[src/rtl/vlb_pkg.sv]
package vlb_pkg;
  localparam int FRAC_W = 4;
  localparam int ONE    = 1 << FRAC_W;
endpackage

[src/rtl/vlb_phase.sv]
module vlb_phase
  import vlb_pkg::*;
#(
  parameter int INT_W = 11
) (
  input  logic                    clk_i,
  input  logic                    rst_ni,
  input  logic                    frame_start_i,
  input  logic                    line_start_i,
  input  logic [INT_W+FRAC_W-1:0] step_i,
  output logic [INT_W-1:0]        pos_int_o,
  output logic [FRAC_W-1:0]       pos_frac_o
);
  localparam int ACC_W = INT_W + FRAC_W;

  logic [ACC_W-1:0] nxt_q, pos_q, base;

  // frame start in the same cycle as a line start wins
  assign base = frame_start_i ? '0 : nxt_q;

  always_ff @(posedge clk_i or negedge rst_ni) begin
    if (!rst_ni) begin
      nxt_q <= '0;
      pos_q <= '0;
    end else if (line_start_i) begin
      pos_q <= base;
      nxt_q <= base + step_i;
    end else if (frame_start_i) begin
      nxt_q <= '0;
    end
  end

  assign pos_int_o  = pos_q[ACC_W-1:FRAC_W];
  assign pos_frac_o = pos_q[FRAC_W-1:0];
endmodule

[src/rtl/vlb_addr.sv]
module vlb_addr #(
  parameter int X_W    = 10,
  parameter int SLOT_W = 3,
  parameter int INT_W  = 11
) (
  input  logic                  clk_i,
  input  logic                  rst_ni,
  input  logic                  line_start_i,
  input  logic                  pix_stb_i,
  input  logic [INT_W-1:0]      pos_int_i,
  output logic [SLOT_W+X_W-1:0] even_addr_o,
  output logic [SLOT_W+X_W-1:0] odd_addr_o,
  output logic                  swap_o
);
  logic [X_W-1:0]    x_q;
  logic [INT_W:0]    pos_inc;
  logic [SLOT_W-1:0] even_slot, odd_slot;

  always_ff @(posedge clk_i or negedge rst_ni) begin
    if (!rst_ni)           x_q <= '0;
    else if (line_start_i) x_q <= '0;
    else if (pix_stb_i)    x_q <= x_q + 1'b1;
  end

  // even line of the pair is n (n even) or n+1 (n odd)
  assign pos_inc   = {1'b0, pos_int_i} + 1'b1;
  assign even_slot = pos_inc[SLOT_W:1];
  assign odd_slot  = pos_int_i[SLOT_W:1];
  assign swap_o    = pos_int_i[0];

  assign even_addr_o = {even_slot, x_q};
  assign odd_addr_o  = {odd_slot, x_q};
endmodule

[src/rtl/vlb_mix.sv]
module vlb_mix
  import vlb_pkg::*;
#(
  parameter int NCH  = 3,
  parameter int CH_W = 8
) (
  input  logic                  clk_i,
  input  logic                  rst_ni,
  input  logic                  pix_stb_i,
  input  logic                  swap_i,
  input  logic [FRAC_W-1:0]     w_i,
  input  logic [NCH*CH_W-1:0]   even_pix_i,
  input  logic [NCH*CH_W-1:0]   odd_pix_i,
  output logic [NCH*CH_W-1:0]   pix_o,
  output logic                  pix_vld_o
);
  localparam int SUM_W = CH_W + FRAC_W + 1;

  // stage 1 aligns control with the memory latency
  logic              vld1_q, swap1_q;
  logic [FRAC_W-1:0] w1_q;
  logic [NCH*CH_W-1:0] mix;

  always_ff @(posedge clk_i or negedge rst_ni) begin
    if (!rst_ni) begin
      vld1_q  <= 1'b0;
      swap1_q <= 1'b0;
      w1_q    <= '0;
    end else begin
      vld1_q <= pix_stb_i;
      if (pix_stb_i) begin
        swap1_q <= swap_i;
        w1_q    <= w_i;
      end
    end
  end

  for (genvar c = 0; c < NCH; c++) begin : g_ch
    logic [CH_W-1:0]   a, b;
    logic [SUM_W-1:0]  wa, wb, sum;
    assign a   = swap1_q ? odd_pix_i[c*CH_W +: CH_W]  : even_pix_i[c*CH_W +: CH_W];
    assign b   = swap1_q ? even_pix_i[c*CH_W +: CH_W] : odd_pix_i[c*CH_W +: CH_W];
    assign wa  = SUM_W'(a) * SUM_W'(ONE - {1'b0, w1_q});
    assign wb  = SUM_W'(b) * SUM_W'(w1_q);
    assign sum = wa + wb + SUM_W'(ONE / 2);
    assign mix[c*CH_W +: CH_W] = sum[FRAC_W +: CH_W];
  end

  always_ff @(posedge clk_i or negedge rst_ni) begin
    if (!rst_ni) begin
      pix_o     <= '0;
      pix_vld_o <= 1'b0;
    end else begin
      pix_vld_o <= vld1_q;
      if (vld1_q) pix_o <= mix;
    end
  end
endmodule

[src/rtl/vlb_blender.sv]
module vlb_blender
  import vlb_pkg::*;
#(
  parameter int X_W    = 10,
  parameter int SLOT_W = 3,
  parameter int INT_W  = 11,
  parameter int NCH    = 3,
  parameter int CH_W   = 8,
  localparam int ADDR_W = SLOT_W + X_W,
  localparam int STEP_W = INT_W + FRAC_W,
  localparam int PIX_W  = NCH * CH_W
) (
  input  logic              clk_i,
  input  logic              rst_ni,
  input  logic              frame_start_i,
  input  logic              line_start_i,
  input  logic              pix_stb_i,
  input  logic [STEP_W-1:0] step_i,
  output logic              rd_en_o,
  output logic [ADDR_W-1:0] rd_even_addr_o,
  output logic [ADDR_W-1:0] rd_odd_addr_o,
  input  logic [PIX_W-1:0]  even_pix_i,
  input  logic [PIX_W-1:0]  odd_pix_i,
  output logic [PIX_W-1:0]  pix_o,
  output logic              pix_vld_o
);
  logic [INT_W-1:0]  pos_int;
  logic [FRAC_W-1:0] pos_frac;
  logic              swap;

  vlb_phase #(.INT_W(INT_W)) u_phase (
    .clk_i, .rst_ni, .frame_start_i, .line_start_i, .step_i,
    .pos_int_o(pos_int), .pos_frac_o(pos_frac)
  );

  vlb_addr #(.X_W(X_W), .SLOT_W(SLOT_W), .INT_W(INT_W)) u_addr (
    .clk_i, .rst_ni, .line_start_i, .pix_stb_i,
    .pos_int_i(pos_int),
    .even_addr_o(rd_even_addr_o), .odd_addr_o(rd_odd_addr_o), .swap_o(swap)
  );

  vlb_mix #(.NCH(NCH), .CH_W(CH_W)) u_mix (
    .clk_i, .rst_ni, .pix_stb_i, .swap_i(swap), .w_i(pos_frac),
    .even_pix_i, .odd_pix_i, .pix_o, .pix_vld_o
  );

  assign rd_en_o = pix_stb_i;
endmodule

[config.mk]
export PLATFORM = sky130hd
export DESIGN_NAME = vlb_blender
export DESIGN_NICKNAME = d
export VERILOG_FILES = /design/src/rtl/vlb_pkg.sv /design/src/rtl/vlb_phase.sv /design/src/rtl/vlb_addr.sv /design/src/rtl/vlb_mix.sv /design/src/rtl/vlb_blender.sv
export SDC_FILE = /design/constraint.sdc
export NUM_CORES = 1
export LEC_CHECK = 0
export ABC_AREA = 1
export CAP_MARGIN = 10
export CORE_MARGIN = 2
export CORE_UTILIZATION = 65
export CTS_CLUSTER_SIZE = 28
export DETAILED_ROUTE_END_ITERATION = 10
export DONT_BUFFER_PORTS = 1
export PLACE_DENSITY_LB_ADDON = 0.2
export SLEW_MARGIN = 10
export SYNTH_ARGS = -nofsm -noshare
export SYNTH_HDL_FRONTEND = slang
export SYNTH_SLANG_ARGS = --single-unit
[constraint.sdc]
create_clock -name clk_i -period 9.4 [get_ports clk_i]
set_input_delay 2.82 -clock clk_i [delete_from_list [all_inputs] [get_ports clk_i]]
set_output_delay 2.82 -clock clk_i [all_outputs]
set_load 0.1 [all_outputs]
---- Word-level counts from Yosys, hierarchy flattened ----
Index checks and enable logic that the tools add are counted.
cells by class
  mux-type cells .......................... 10
  reduce and logical (&&, ||, !) cells .... 1
  $add $sub $neg .......................... 10
  multipliers ............................. 6
operator list
  cell                                              number
  two-way mux 8 bit                                 6
  multiplier 8 x 13 -> 12 bit                       3
  adder 12 bit                                      3
  adder 12 x 4 -> 12 bit (second input constant)    3
  multiplier 8 x 4 -> 12 bit                        3
  two-way mux 15 bit                                2
  two-way mux 10 bit                                2
  adder 15 bit                                      1
  adder 10 x 1 -> 10 bit (second input constant)    1
  subtractor 5 x 4 -> 6 bit (first input constant)  1
  adder 4 x 1 -> 4 bit (second input constant)      1
  nonzero test 2 bit                                1
word-level totals
  flip-flop bits (word level) ............. 64
  logic and storage cells ................. 35
  output and inout port bits .............. 52
  input port bits ......................... 68

---- Longest topological paths before layout ----
  depth after elaboration ................. 4
  gate-level depth with buffers ........... 28
  mapped depth without buffers ............ 27

---- Modules after synthesis ----
A second synthesis with hierarchy kept.
unflattened totals
  cells, all modules ...................... 1668
  area, all modules ....................... 12071.6 um2
by module, submodules not included
  module       times used  cells an instance  area each (um2)
  vlb_mix      1           1258               9310.2
  vlb_phase    1           316                2068.2
  vlb_addr     1           93                 685.7
  vlb_blender  1           1                  7.5

---- Worst setup path after synthesis ----
Ideal clock, no wire load.
  path kind ............................... input-to-reg
  start point ............................. input odd_pix_i[9]
  end point ............................... register u_mix.pix_o[13]
  arrival ................................. 6.968 ns
  slack ................................... 2.313 ns
  stages on the path ...................... 23
  setup time .............................. 0.120 ns
  cell sequence ........................... o21ai_0 -> nor2_1 -> fa_1 -> fa_1 -> inv_1 -> fa_1 -> inv_1 -> fa_1 -> inv_1 -> fa_1 -> inv_1 -> ha_1 -> inv_1 -> o21ai_0 -> nand2_1 -> nand2_1 -> inv_1 -> nand2_1 -> nand2_1 -> nand2_1 -> nand2_1 -> nand3_1 -> nand2_1
between the ends
  cells in the longest elaborated chain, start to end .. 4
RTL lines
  element                                                                           RTL line                      text
  start, declared                                                                   vlb_blender.sv:23             input logic [PIX_W-1:0] odd_pix_i,
  two-way mux 8 bit, on equally long branches                                       vlb_mix.sv:41, vlb_mix.sv:42
  multiplier 8 x 13 -> 12 bit / multiplier 8 x 4 -> 12 bit (equally long branches)  vlb_mix.sv:43, vlb_mix.sv:44
  adder 12 bit (*)                                                                  vlb_mix.sv:45                 assign sum = wa + wb + SUM_W'(ONE / 2);
  adder 12 x 4 -> 12 bit (*)                                                        vlb_mix.sv:45
  end signal, assigned                                                              vlb_mix.sv:55                 if (vld1_q) pix_o <= mix;
  end, declared                                                                     vlb_mix.sv:14                 output logic [NCH*CH_W-1:0] pix_o,
Mark *: on every way between the ends. The rest lies on a longest branch, timed or not.
A chain may end at the register's enable or synchronous reset.

---- Worst setup path after layout ----
  start point ............................. input odd_pix_i[9]
  end point ............................... register u_mix.pix_o[15]
The elaborated chain is that of the path after synthesis.

==> results.yml <==
power_and_ir_drop:
  ir_worst_vdd_mv: 0.301
  leakage_nw: 6.30
  powerDensity_nw_per_um2: 362
  total_power_mw: 4.05
layout:
  layout_commonest_cell: "inv_1"
  diodes: 0
  drive_gt1_frac: 0.0495
  area_delta_synth_final_pct: 3.91
  stdcell_area_um2: 11200
  fin_nets: 1753
  layout_common_cells: "inv_1, nand2_1, nor2_1"
  instances_no_fill: 1635
  post-route-util: 0.682
global_route:
  grt_remaining_overflow: 0
  antenna_found_initial: 0
  grt_use_total: 0.307
  grt_pass1_wl_um: 42800
  grt_max_degree: 70
  grt_pass1_vias: 9013
detailed_routing:
  vias: 8721
  drc: 0
  route.final.wire_length_um: 24700
  drt_pass1_iterations: 7
  ant_nets: 0
  via_per_inst: 5.33
  drt-initial-drc-count: 525
  wl_per_cell_um: 15.1
clock_network:
  post-cts-setup-buffers: 0
  cts_buffer_depth: 2
  insertion_delay_ns: 0.34
  htree_levels: 3
  postCtsHoldBufs: 0
  path_clk_slew_ns: 0.06
  cts_tree: "done"
  clock-sinks: 57
  clockRootBuffer: "clkbuf_16"
  ctsResizeCount: 0
  cts_made_buffers: 9
sta:
  hold_viol: 0
  hold_ws_ns: 0.480
  finClkSkew_ns: 0.00748
  worst_slew_pin_slew_ns: 1.03
  setup_viol: 0
  layout_setup_ws_ns: 2.18
  tns_ns: 0
  slew_headroom: 0.310
  rsz0062_at_grt: "false"
  period_needed_ns: 7.22
  slew_viol_final: 0
  fmax_mhz: 138
  fin_crit_sh: 0.768
die:
  rows: 47
  fp.dieArea_um2: 17600
  die_h_um: 133
  start_util: 0.657
  dieWidth_um: 133
  design.core.area_um2: 16400
  ios: 120
run:
  maxCapViolCount: 0
logic_synthesis:
  syn_nets: 1783
  synthArstFlopShare: 1.00
  ys.flop_type: "dfrtp_1"
  syn_avg_cell_area_um2: 7.48
  yosysSeqAreaShare: 0.132
  ys_ff_latch: 57
  syn_area_um2: 10800
  synth_enable_flop_cells: 0
  yosysUniqueCellTypes: 37
  postSynthCellCount: 1440
  yosysWarnings: 0
placement:
  portBuffers: 0
  gp_congestion: 0.996
  dp_slack_ns: 1.84
  dp_hpwl_um: 19900
  postPlaceCellArea_um2: 10900
  placed_cells: 1619
outcome:
  status: "complete, no violations"
hold_path:
  min_path_type: "flop to flop"
worst_setup_path:
  cp_max_fo: 4
  arrival_ns: 7.45
  cp-start-kind: "input port"
  critPathCaptureType: "flop"
  cp.required_ns: 9.63
  critPathKind: "input port to flop"
[final timing paths]
check	cells past startpoint	end	slack, ns	start
worst max-delay path	21	u_mix.pix_o[15]$_DFFE_PN0P_	2.18	odd_pix_i[9]
worst min-delay path	2	u_phase.pos_q[0]$_DFFE_PN0P_	0.48	u_phase.pos_q[0]$_DFFE_PN0P_
worst max register to register	19	u_mix.pix_o[15]$_DFFE_PN0P_	2.77	u_mix.w1_q[1]$_DFFE_PN0P_
worst min register to register	2	u_phase.pos_q[0]$_DFFE_PN0P_	0.48	u_phase.pos_q[0]$_DFFE_PN0P_
max in group asynchronous	0	u_mix.pix_o[8]$_DFFE_PN0P_	7.09	rst_ni
min in group asynchronous	0	u_mix.pix_o[16]$_DFFE_PN0P_	2.17	rst_ni
[layer usage]
metal	share of wire	GRT usage
met1	0.42	0.404
met2	0.48	0.516
met3	0.063	0.0487
met4	0.032	0.113
met5	0	0
[state kept, by name (all words and copies together) (netlist names)]
signal           count
u_phase.nxt_q        8
u_mix.pix_o         24
u_mix.vld1_q         1
u_mix.w1_q           4
u_addr.x_q          10
u_mix.pix_vld_o      1
u_mix.swap1_q        1
u_phase.pos_q        8
[critical path, cell delays in order]
cell,delay (ns)
o21ai_0,0.40
nor2_1,0.13
fa_1,0.56
fa_1,0.55
inv_1,0.06
fa_1,0.53
inv_1,0.05
fa_1,0.53
inv_1,0.06
fa_1,0.53
inv_1,0.04
ha_1,0.33
inv_1,0.07
o21ai_0,0.18
nand2_1,0.07
nand2_1,0.09
nand2_1,0.06
nand3b_1,0.15
nand2_1,0.08
nand3_1,0.10
nand2_1,0.06
[cells by family (layout without fill, tap and decap cells)]
family,count (synthesis),after routing,synth area share
AOI/OAI and AO/OA,109,109,0.0533
xor gates and xnor gates,23,23,0.0187
adders and majority gates,275,275,0.425
buffers and inverters,372,347,0.137
DFF,57,57,0.132
muxes,7,7,0.00650
and+or+nand+nor,597,597,0.227
[report_power, final]
group / internal, mW / total (mW) / leakage, nW / switching [mW]
Clock: 0.234 / 0.363 / 0.153 / 0.129
Sequential: 0.312 / 0.762 / 0.710 / 0.450
Combinational: 1.12 / 2.93 / 5.43 / 1.81
Total: 1.67 / 4.05 / 6.30 / 2.39
[cells in the mapped netlist, drive strengths merged, types with 2 or more instances]
library cell    n  area share
inv           322        0.11
nand2         322        0.11
nor2          181       0.065
fa            151        0.28
ha            124        0.14
o21ai          69       0.032
dfrtp          57        0.13
nand3          53       0.025
a21oi          30       0.014
buf            26       0.017
clkbuf         22      0.0077
or2            18       0.010
xnor2          15       0.012
nand3b          8      0.0056
nor3            8      0.0037
xor2            8      0.0065
mux2i           7      0.0065
nand4           4      0.0023
o21bai          3      0.0021
a21boi          2      0.0014
a31oi           2      0.0012
and2            2      0.0012
clkinv          2     0.00070
[final cells by class]
class                   count  area, µm²
clock buffers               9        225
fillers                  1453       5210
repair buffers              7       52.6
multi-input cells        1011       7890
inverters                 324       1220
flip-flops and latches     57       1440
well taps                 220        275
clock inverters             7        101
No activity file was read; power rests on OpenSTA's default activity.
